==> config.mk <==
export PLATFORM = sky130hd
export DESIGN_NAME = sram_front_top
export DESIGN_NICKNAME = d
export VERILOG_FILES = /design/src/rtl/sram_front_pkg.sv /design/src/rtl/sram_front_ctl.sv /design/src/rtl/sram_front_dp.sv /design/src/rtl/sram_front_top.sv
export SDC_FILE = /design/constraint.sdc
export NUM_CORES = 1
export LEC_CHECK = 0
export ABC_CLOCK_PERIOD_IN_PS = 3900
export BUFFER_PORTS_ARGS = -buffer_cell sky130_fd_sc_hd__buf_2
export CAP_MARGIN = 0
export CORE_UTILIZATION = 50
export CTS_CLUSTER_DIAMETER = 100
export DETAILED_ROUTE_END_ITERATION = 6
export HOLD_SLACK_MARGIN = 0.08
export MAX_ROUTING_LAYER = met4
export PLACE_DENSITY = 0.69
export SETUP_SLACK_MARGIN = 0.15
export SYNTH_ARGS = -nofsm -noshare
export SYNTH_HDL_FRONTEND = slang
export SYNTH_SLANG_ARGS = --single-unit
==> constraint.sdc <==
create_clock -name clk -period 3.9 [get_ports clk]
set_clock_uncertainty 0.05 [all_clocks]
set_input_delay 0.39 -clock clk [delete_from_list [all_inputs] [get_ports clk]]
set_output_delay 0.39 -clock clk [all_outputs]
set_load 0.05 [all_outputs]
==> src/rtl/sram_front_pkg.sv <==
`timescale 1ns/1ps
package sram_front_pkg;

  // strobes handed from the control pipeline to the datapath
  typedef struct packed {
    logic wrEn;    // write the current edge's data into the array
    logic rdLoad;  // a read sits in stage one: load the output register
    logic bypass;  // flow-through mode with a read in stage one
  } dpStrobe_t;

endpackage

==> src/rtl/sram_front_ctl.sv <==
`timescale 1ns/1ps
module sram_front_ctl
  import sram_front_pkg::*;
#(
  parameter int LANES = 4
) (
  input  logic             clk,
  input  logic             rstN,
  input  logic             pipeMode,
  input  logic             selA_n,
  input  logic             selB,
  input  logic             selC_n,
  input  logic             wrAll_n,
  input  logic             wrByteEn_n,
  input  logic [LANES-1:0] byteSel_n,
  input  logic             outEn_n,
  input  logic             sleep,
  output dpStrobe_t        strobe,
  output logic [LANES-1:0] wrMask,
  output logic             drvOn
);

  logic chipSel, awake, byteReq;
  logic wrCmd, rdCmd, dsCmd;
  logic rdS1, rdS2, dsS1, wrS1;
  logic lineBusy;

  // command decode on the sampled inputs
  always_comb begin
    chipSel = !selA_n && selB && !selC_n;
    awake   = !sleep;
    byteReq = !wrByteEn_n && (byteSel_n != {LANES{1'b1}});
    wrCmd   = chipSel && awake && (!wrAll_n || byteReq);
    rdCmd   = chipSel && awake && !wrCmd;
    dsCmd   = !chipSel && awake;
    wrMask  = !wrAll_n ? {LANES{1'b1}} : ~byteSel_n;
  end

  // read and deselect travel through the same two stages
  always_ff @(posedge clk) begin
    if (!rstN) begin
      rdS1 <= 1'b0;
      rdS2 <= 1'b0;
      dsS1 <= 1'b0;
      wrS1 <= 1'b0;
    end else begin
      rdS1 <= rdCmd;
      rdS2 <= rdS1;
      dsS1 <= dsCmd;
      wrS1 <= wrCmd;
    end
  end

  always_comb begin
    strobe.wrEn   = wrCmd;
    strobe.rdLoad = rdS1;
    strobe.bypass = !pipeMode && rdS1;
    if (pipeMode)
      lineBusy = rdS2;
    else
      lineBusy = rdS1 || (dsS1 && rdS2);
    // output enable and sleep gate the drive without a clock
    drvOn = !outEn_n && !sleep && !wrS1 && lineBusy;
  end

endmodule

==> src/rtl/sram_front_dp.sv <==
`timescale 1ns/1ps
module sram_front_dp
  import sram_front_pkg::*;
#(
  parameter int DATA_W = 32,
  parameter int LANES  = 4,
  parameter int ADDR_W = 4
) (
  input  logic              clk,
  input  dpStrobe_t         strobe,
  input  logic [LANES-1:0]  wrMask,
  input  logic [ADDR_W-1:0] addr,
  input  logic [DATA_W-1:0] dataIn,
  output logic [DATA_W-1:0] dataOut
);

  localparam int DEPTH  = 1 << ADDR_W;
  localparam int LANE_W = DATA_W / LANES;

  logic [DATA_W-1:0] mem [DEPTH];
  logic [DATA_W-1:0] bitMask;
  logic [ADDR_W-1:0] addrS1;
  logic [DATA_W-1:0] rdData;
  logic [DATA_W-1:0] outReg;

  // spread each lane's write bit over its data bits
  for (genvar g = 0; g < LANES; g++) begin : g_lane
    assign bitMask[g*LANE_W +: LANE_W] = {LANE_W{wrMask[g]}};
  end

  always_ff @(posedge clk) begin
    if (strobe.wrEn)
      mem[addr] <= (mem[addr] & ~bitMask) | (dataIn & bitMask);
  end

  always_ff @(posedge clk) begin
    addrS1 <= addr;
  end

  assign rdData = mem[addrS1];

  always_ff @(posedge clk) begin
    if (strobe.rdLoad)
      outReg <= rdData;
  end

  assign dataOut = strobe.bypass ? rdData : outReg;

endmodule

==> src/rtl/sram_front_top.sv <==
`timescale 1ns/1ps
module sram_front_top
  import sram_front_pkg::*;
#(
  parameter int DATA_W = 32,
  parameter int LANES  = 4,
  parameter int ADDR_W = 4
) (
  input  logic              clk,
  input  logic              rstN,
  input  logic              pipeMode,
  input  logic              selA_n,
  input  logic              selB,
  input  logic              selC_n,
  input  logic [ADDR_W-1:0] addr,
  input  logic [DATA_W-1:0] dataIn,
  input  logic              wrAll_n,
  input  logic              wrByteEn_n,
  input  logic [LANES-1:0]  byteSel_n,
  input  logic              outEn_n,
  input  logic              sleep,
  output logic [DATA_W-1:0] dataOut,
  output logic              dataOutEn
);

  dpStrobe_t        strobe;
  logic [LANES-1:0] wrMask;

  sram_front_ctl #(.LANES(LANES)) ctl_i (
    .clk(clk), .rstN(rstN), .pipeMode(pipeMode),
    .selA_n(selA_n), .selB(selB), .selC_n(selC_n),
    .wrAll_n(wrAll_n), .wrByteEn_n(wrByteEn_n), .byteSel_n(byteSel_n),
    .outEn_n(outEn_n), .sleep(sleep),
    .strobe(strobe), .wrMask(wrMask), .drvOn(dataOutEn)
  );

  sram_front_dp #(.DATA_W(DATA_W), .LANES(LANES), .ADDR_W(ADDR_W)) dp_i (
    .clk(clk), .strobe(strobe), .wrMask(wrMask),
    .addr(addr), .dataIn(dataIn), .dataOut(dataOut)
  );

endmodule

==> impl_metrics.yaml, run 1 <==
status:
  outcome: "complete, no violations"
timing:
  finalSetupTns_ns: 0
  fin_crit_ns: 3.54
  setup_viol: 0
  slew_viol_final: 0
  timing.fmax_mhz: 282
  setup_ws_ns: 0.356
  slew_headroom_pct: 19.0
  fin_crit_sh_pct: 90.9
  grt_setup_unrepaired: "false"
  tightest_slew_ns: 1.21
  hold_viol_final: 0
min_path:
  whs_path_depth: 3
  hold_path.class: "input pin to register"
  min_from: "selA_n"
  holdPathEnd: "ctl_i.dsS1"
finish:
  drive_gt1_share_pct: 31.5
  area_growth_syn_to_layout_pct: 14.2
  diodes: 0
  nNetsFinal: 1582
floorplanning:
  fp.dieW_microns: 228
  fp-row-count: 82
  die_h_microns: 228
  io_pins: 83
  core_sq_um: 50300
  fp.dieArea_sq_um: 51900
  initial_core_util_pct: 50.7
logic_synthesis:
  async_reset_ff_share_pct: 0
  ys.flop_type: "edfxtp_1"
  synth_cell_types: 36
  synth_nets: 1472
  synth_area_sq_um: 25500
  netlist_instances: 1422
  synth_top_cell_by_area: "edfxtp_1"
  yosys-top-cells-area: "edfxtp_1 64%, mux4_2 17%, mux2i_1 6.3%"
  synth_top_area_share_pct: 64.0
  synth_warnings: 0
  ys_seq_area_share_pct: 64.7
  synthesis.area_per_instance_sq_um: 17.9
  yosys_register_bits: 552
  synth_most_common_cell: "edfxtp_1"
  synthTopCellsByCount: "544 x edfxtp_1, 192 x mux4_2, 160 x mux2i_1"
  synth_edf_count: 544
flow_run:
  maxCapViolations: 0
global_route:
  grt_pass1_wl_microns: 103000
  grt_pass1_vias: 15516
  grt_overflow: 0
  antenna_found_initial: 0
  grt.total_usage_pct: 27.9
  grt_max_degree: 87
clock_tree:
  cts_buffers: 56
  numClockSinks: 552
  cts_tree: "done"
  worstSkewPairLatency_ns: 0.60
  clkSlewWorstSetupHoldPaths_ns: 0.06
  root_buffer: "clkbuf_16"
  htreeDepth: 2
  cts_buffer_depth: 3
setup_path:
  r2r-end: "dp_i.outReg[1]"
  end_kind: "output pin"
  path_max_fanout: 30
  worstPathRequired_ns: 3.46
  startpoint_type: "register"
  crit_type: "register to output pin"
  cp_data_arrival_time_ns: 3.10
  r2r_slack_ns: 1.48
  r2r_cells: 5
pwr:
  vdd_drop_max_uv: 287
  p_leak_uw: 0.00961
  power_density_nw_per_um2: 446
drt:
  vias: 15181
  drt-pass1-iter-count: 7
  wire_per_inst_microns: 31.0
  drtIter0Drc: 1639
  ant_nets: 0
  viasPerCell: 6.76
  routed_wl_microns: 69600
  drc: 0
placement:
  place.gp.congestion: 0.873
  dp_hpwl_microns: 41600
  port_buffers: 82
  pre_cts_ws_ns: 0.511
[how the worst max path moves through the flow]
stage	start	end	cells past startpoint
3_3_place_gp	addr[1]	dp_i.mem[11][27]	5
4_1_cts	register	dataOut[11]	6
3_5_place_dp	addr[1]	dp_i.mem[11][27]	5
2_1_floorplan	ctl_i.rdS1	dataOutEn	4
6_report	register	dataOut[28]	5
5_1_grt	register	dataOut[28]	5
[layer usage]
metal / up-vias / track usage [%] / part of all wire, %
li1: 6221 / - / -
met5: - / - / 0
met1: 7917 / 38.2 / 40
met2: 890 / 42.6 / 47
met4: 0 / 9.31 / 3.4
met3: 153 / 4.89 / 9.6
[worst max-delay path: stages (launching register included)]
cell and delay (ns):
dfxtp_4 0.42, buf_4 0.57, mux4_2 0.59, mux2_2 0.29, a221o_1 0.38, buf_2 0.24
[power breakdown]
| group | switching (uW) | internal (uW) |
|---|---|---|
| clock | 2210 | 3190 |
| combinational | 577 | 390 |
| sequential | 24.1 | 6610 |
| total | 2810 | 10200 |
[what timing repair did]
action	in CTS	in global routing
gates resized for setup	0	0
hold endpoints to repair	4	0
setup buffers	0	1
setup endpoints to repair	0	1
hold buffers	4	0
[registers in the layout, indices dropped and copies added (netlist names), named ones only]
register / flops
dp_i.outReg: 32
ctl_i.rdS2: 1
ctl_i.rdS1: 1
dp_i.mem: 512
ctl_i.dsS1: 1
ctl_i.wrS1: 1
[layout by cell type (no fill, tap or decap), drive strengths merged, types with 7 or more instances in the layout]
| cell type | netlist | final |
|---|---|---|
| edfxtp | 544 | 544 |
| mux4 | 192 | 192 |
| buf | 62 | 164 |
| mux2i | 160 | 160 |
| nor2 | 109 | 109 |
| clkbuf | 54 | 72 |
| o22ai | 64 | 64 |
| nor3 | 37 | 37 |
| a21oi | 32 | 32 |
| a221o | 32 | 32 |
| a31oi | 32 | 32 |
| mux2 | 32 | 32 |
| a22oi | 22 | 22 |
| clkinv | 0 | 18 |
| a32oi | 10 | 10 |
| bufinv | 0 | 8 |
| dfxtp | 8 | 8 |
| and2 | 7 | 7 |
[final cells by class]
| cell class | instances | area (sq um) |
|---|---|---|
| fill | 3764 | 21200 |
| sequential | 552 | 16500 |
| multi-input combinational | 753 | 8630 |
| clock buffer | 72 | 1480 |
| timing repair buffer | 168 | 1320 |
| tap | 672 | 841 |
| clock inverter | 27 | 329 |
| inverter | 1 | 3.75 |
[per-stage QoR]
step	utilization [%]	hold WS, ns	power [uW]	instances	area [sq um]
2_1_floorplan	-	0.368	7400	1422	25500
3_3_place_gp	54.2	0.583	7700	2141	27200
3_5_place_dp	54.2	0.588	7710	2141	27200
4_1_cts	57.9	0.0830	13000	2244	29100
5_1_grt	57.9	0.115	13300	2245	29100
6_report	57.9	0.107	13000	2245	29100
[cell families (layout without fill, tap and decap cells)]
logic type,Yosys count,in the layout,synth area share [%]
buffers and inverters,117,268,2.10
DFF,552,552,64.7
AOI/OAI and AO/OA,196,196,5.37
muxes,384,384,24.8
and+or+nand+nor,173,173,3.06
Power figures use the tool's default switching activity.
==> run 2: changes to the inputs <==
--- a/config.mk
+++ b/config.mk
@@ -8,12 +8,12 @@
 export ABC_CLOCK_PERIOD_IN_PS = 3900
 export BUFFER_PORTS_ARGS = -buffer_cell sky130_fd_sc_hd__buf_2
 export CAP_MARGIN = 0
-export CORE_UTILIZATION = 50
+export CORE_UTILIZATION = 25
 export CTS_CLUSTER_DIAMETER = 100
 export DETAILED_ROUTE_END_ITERATION = 6
 export HOLD_SLACK_MARGIN = 0.08
 export MAX_ROUTING_LAYER = met4
-export PLACE_DENSITY = 0.69
+export PLACE_DENSITY = 0.4
 export SETUP_SLACK_MARGIN = 0.15
 export SYNTH_ARGS = -nofsm -noshare
 export SYNTH_HDL_FRONTEND = slang
==> impl_metrics.yaml, run 2 (synthesized netlist as in run 1, its figures left out) <==
timing:
  fin_crit_ns: 3.56
  hold_viol_final: 0
  tightest_slew_ns: 1.20
  finalSetupTns_ns: 0
  holdWs_ns: 0.120
  fin_crit_sh_pct: 91.3
  setup_viol: 0
  grt_setup_unrepaired: "false"
  timing.fmax_mhz: 281
  slew_viol_final: 0
  slew_headroom_pct: 19.4
status:
  outcome: "complete, no violations"
setup_path:
  end_kind: "output pin"
  cp_data_arrival_time_ns: 3.12
  cpPeakStageDelay_ns: 0.61
  crit_chain: "buf_12 -> mux4_2 -> mux2_4 -> a221o_1 -> buf_2"
  crit_type: "register to output pin"
  cp_num_cells: 5
  r2r-end: "dp_i.outReg[9]"
  path_buf_inv: 2
  endpoint: "dataOut[25]"
  worstPathRequired_ns: 3.46
  r2r_cells: 5
  path_max_fanout: 28
  cp_top_family: "multiplexers"
  startpoint_type: "register"
  r2r_slack_ns: 1.57
  cpMaxStageDelayCell: "dfxtp_4"
drt:
  routed_wl_microns: 86400
  vias: 14940
  drtIter0Drc: 1203
  wire_per_inst_microns: 28.8
  drt-pass1-iter-count: 5
  drc: 0
  ant_nets: 0
  wl_met3_microns: 5820
  wl_met1_microns: 37300
  met2_length_microns: 41800
  viasPerCell: 4.98
  top_layer: "met4"
floorplanning:
  die_h_microns: 321
  initial_core_util_pct: 25.4
  core_sq_um: 101000
  fp.dieW_microns: 321
  io_pins: 83
  fp.dieArea_sq_um: 103000
  fp-row-count: 116
finish:
  nFillCells: 9776
  finalNonFillerCells: 2997
  final_cell_mix: "544 x edfxtp_1, 192 x mux4_2, 160 x mux2i_1"
  area_growth_syn_to_layout_pct: 20.2
  largest_reg_flops: 512
  layout_commonest_cell: "edfxtp_1"
  regMostFlops: "dp_i.mem"
  top_regs: "dp_i.mem: 512 flops, dp_i.outReg: 32 flops"
  nNetsFinal: 1637
  fin_util_pct: 30.5
  drive_gt1_share_pct: 33.8
placement:
  place.gp.congestion: 0.785
  dp_hpwl_microns: 54500
  port_buffers: 82
  place_inst: 2872
pwr:
  netSwitchingFraction_pct: 22.5
  p_leak_uw: 0.0100
  vdd_drop_max_uv: 222
  pwr-share-comb_pct: 7.7
  power_density_nw_per_um2: 455
  p_sw_uw: 3130
  clock_power_share_pct: 44.7
  power.internal_uw: 10800
  pwr-share-seq_pct: 47.6
global_route:
  grt_max_degree: 86
  grt.total_usage_pct: 17.3
  grt_pass1_vias: 15588
  grt_overflow: 0
  grt_pass1_wl_microns: 122000
  antenna_found_initial: 2
clock_tree:
  cts_buffers: 66
  worstSkewPairLatency_ns: 0.61
  htreeDepth: 3
  numClockSinks: 552
  clkSlewWorstSetupHoldPaths_ns: 0.06
  cts_buffer_depth: 3
  cts_tree: "done"
  post_cts_resized: 0
  root_buffer: "clkbuf_16"
flow_run:
  maxCapViolations: 0
min_path:
  hold_path.class: "input pin to register"
run 2: power by group through the flow:
stage               clock (uW)  combinational (uW)  sequential (uW)
floorplan                    0                 664             6740
global placement             0                1090             6750
detailed placement           0                1090             6750
CTS                       6400                1090             6630
global route              6620                1160             6630
finish                    6230                1070             6630
run 2: worst min-delay path by stage:
| stage | end | slack, ns | depth (start not counted) | start |
|---|---|---|---|---|
| 2_1_floorplan | register | 0.37 | 0 | addr[0] |
| 3_3_place_gp | dp_i.outReg[3] | 0.55 | 1 | register |
| 3_5_place_dp | dp_i.outReg[1] | 0.57 | 1 | register |
| 4_1_cts | register | 0.09 | 1 | addr[2] |
| 5_1_grt | register | 0.09 | 1 | addr[2] |
| 6_report | register | 0.12 | 1 | addr[2] |
run 2: final cells by class:
type | instances | area [sq um] | area share [%]
Antenna cell | 3 | 7.51 | 0.0245
Clock buffer | 84 | 1830 | 5.96
Clock inverter | 34 | 334 | 1.09
Inverter | 1 | 3.75 | 0.0122
Multi-Input combinational cell | 753 | 8630 | 28.2
Sequential cell | 552 | 16500 | 53.9
Tap cell | 1357 | 1700 | 5.54
Timing Repair Buffer | 213 | 1640 | 5.36
run 2: worst reg2reg max path: cells and delay by family (launching register included):
| kind | cells | cell delay [ns] |
|---|---|---|
| AOI/OAI and AO/OA | 1 | 0.05 |
| buffers and inverters | 1 | 0.33 |
| DFF | 1 | 0.61 |
| muxes | 2 | 0.92 |
| and+or+nand+nor | 1 | 0.10 |
run 2: timing repair:
action / CTS / global route
hold buffers: 4 / 0
buffers inserted: 0 / 0
hold endpoints to repair: 4 / 0
run 2: metal layers:
metal	track usage, %	vias to the layer above
met1	22.3	7982
met2	27.5	513
li1	-	6353
met5	-	-
met4	4.01	0
met3	4.07	92
run 2: stage by stage:
stage	power, uW	setup WS, ns	instance area, sq um
finish	13900	0.341	30700
global route	14400	0.192	30600
CTS	14100	0.230	30600
detailed placement	7840	0.517	28400
global placement	7840	0.572	28400
floorplan	7400	0.0697	25500
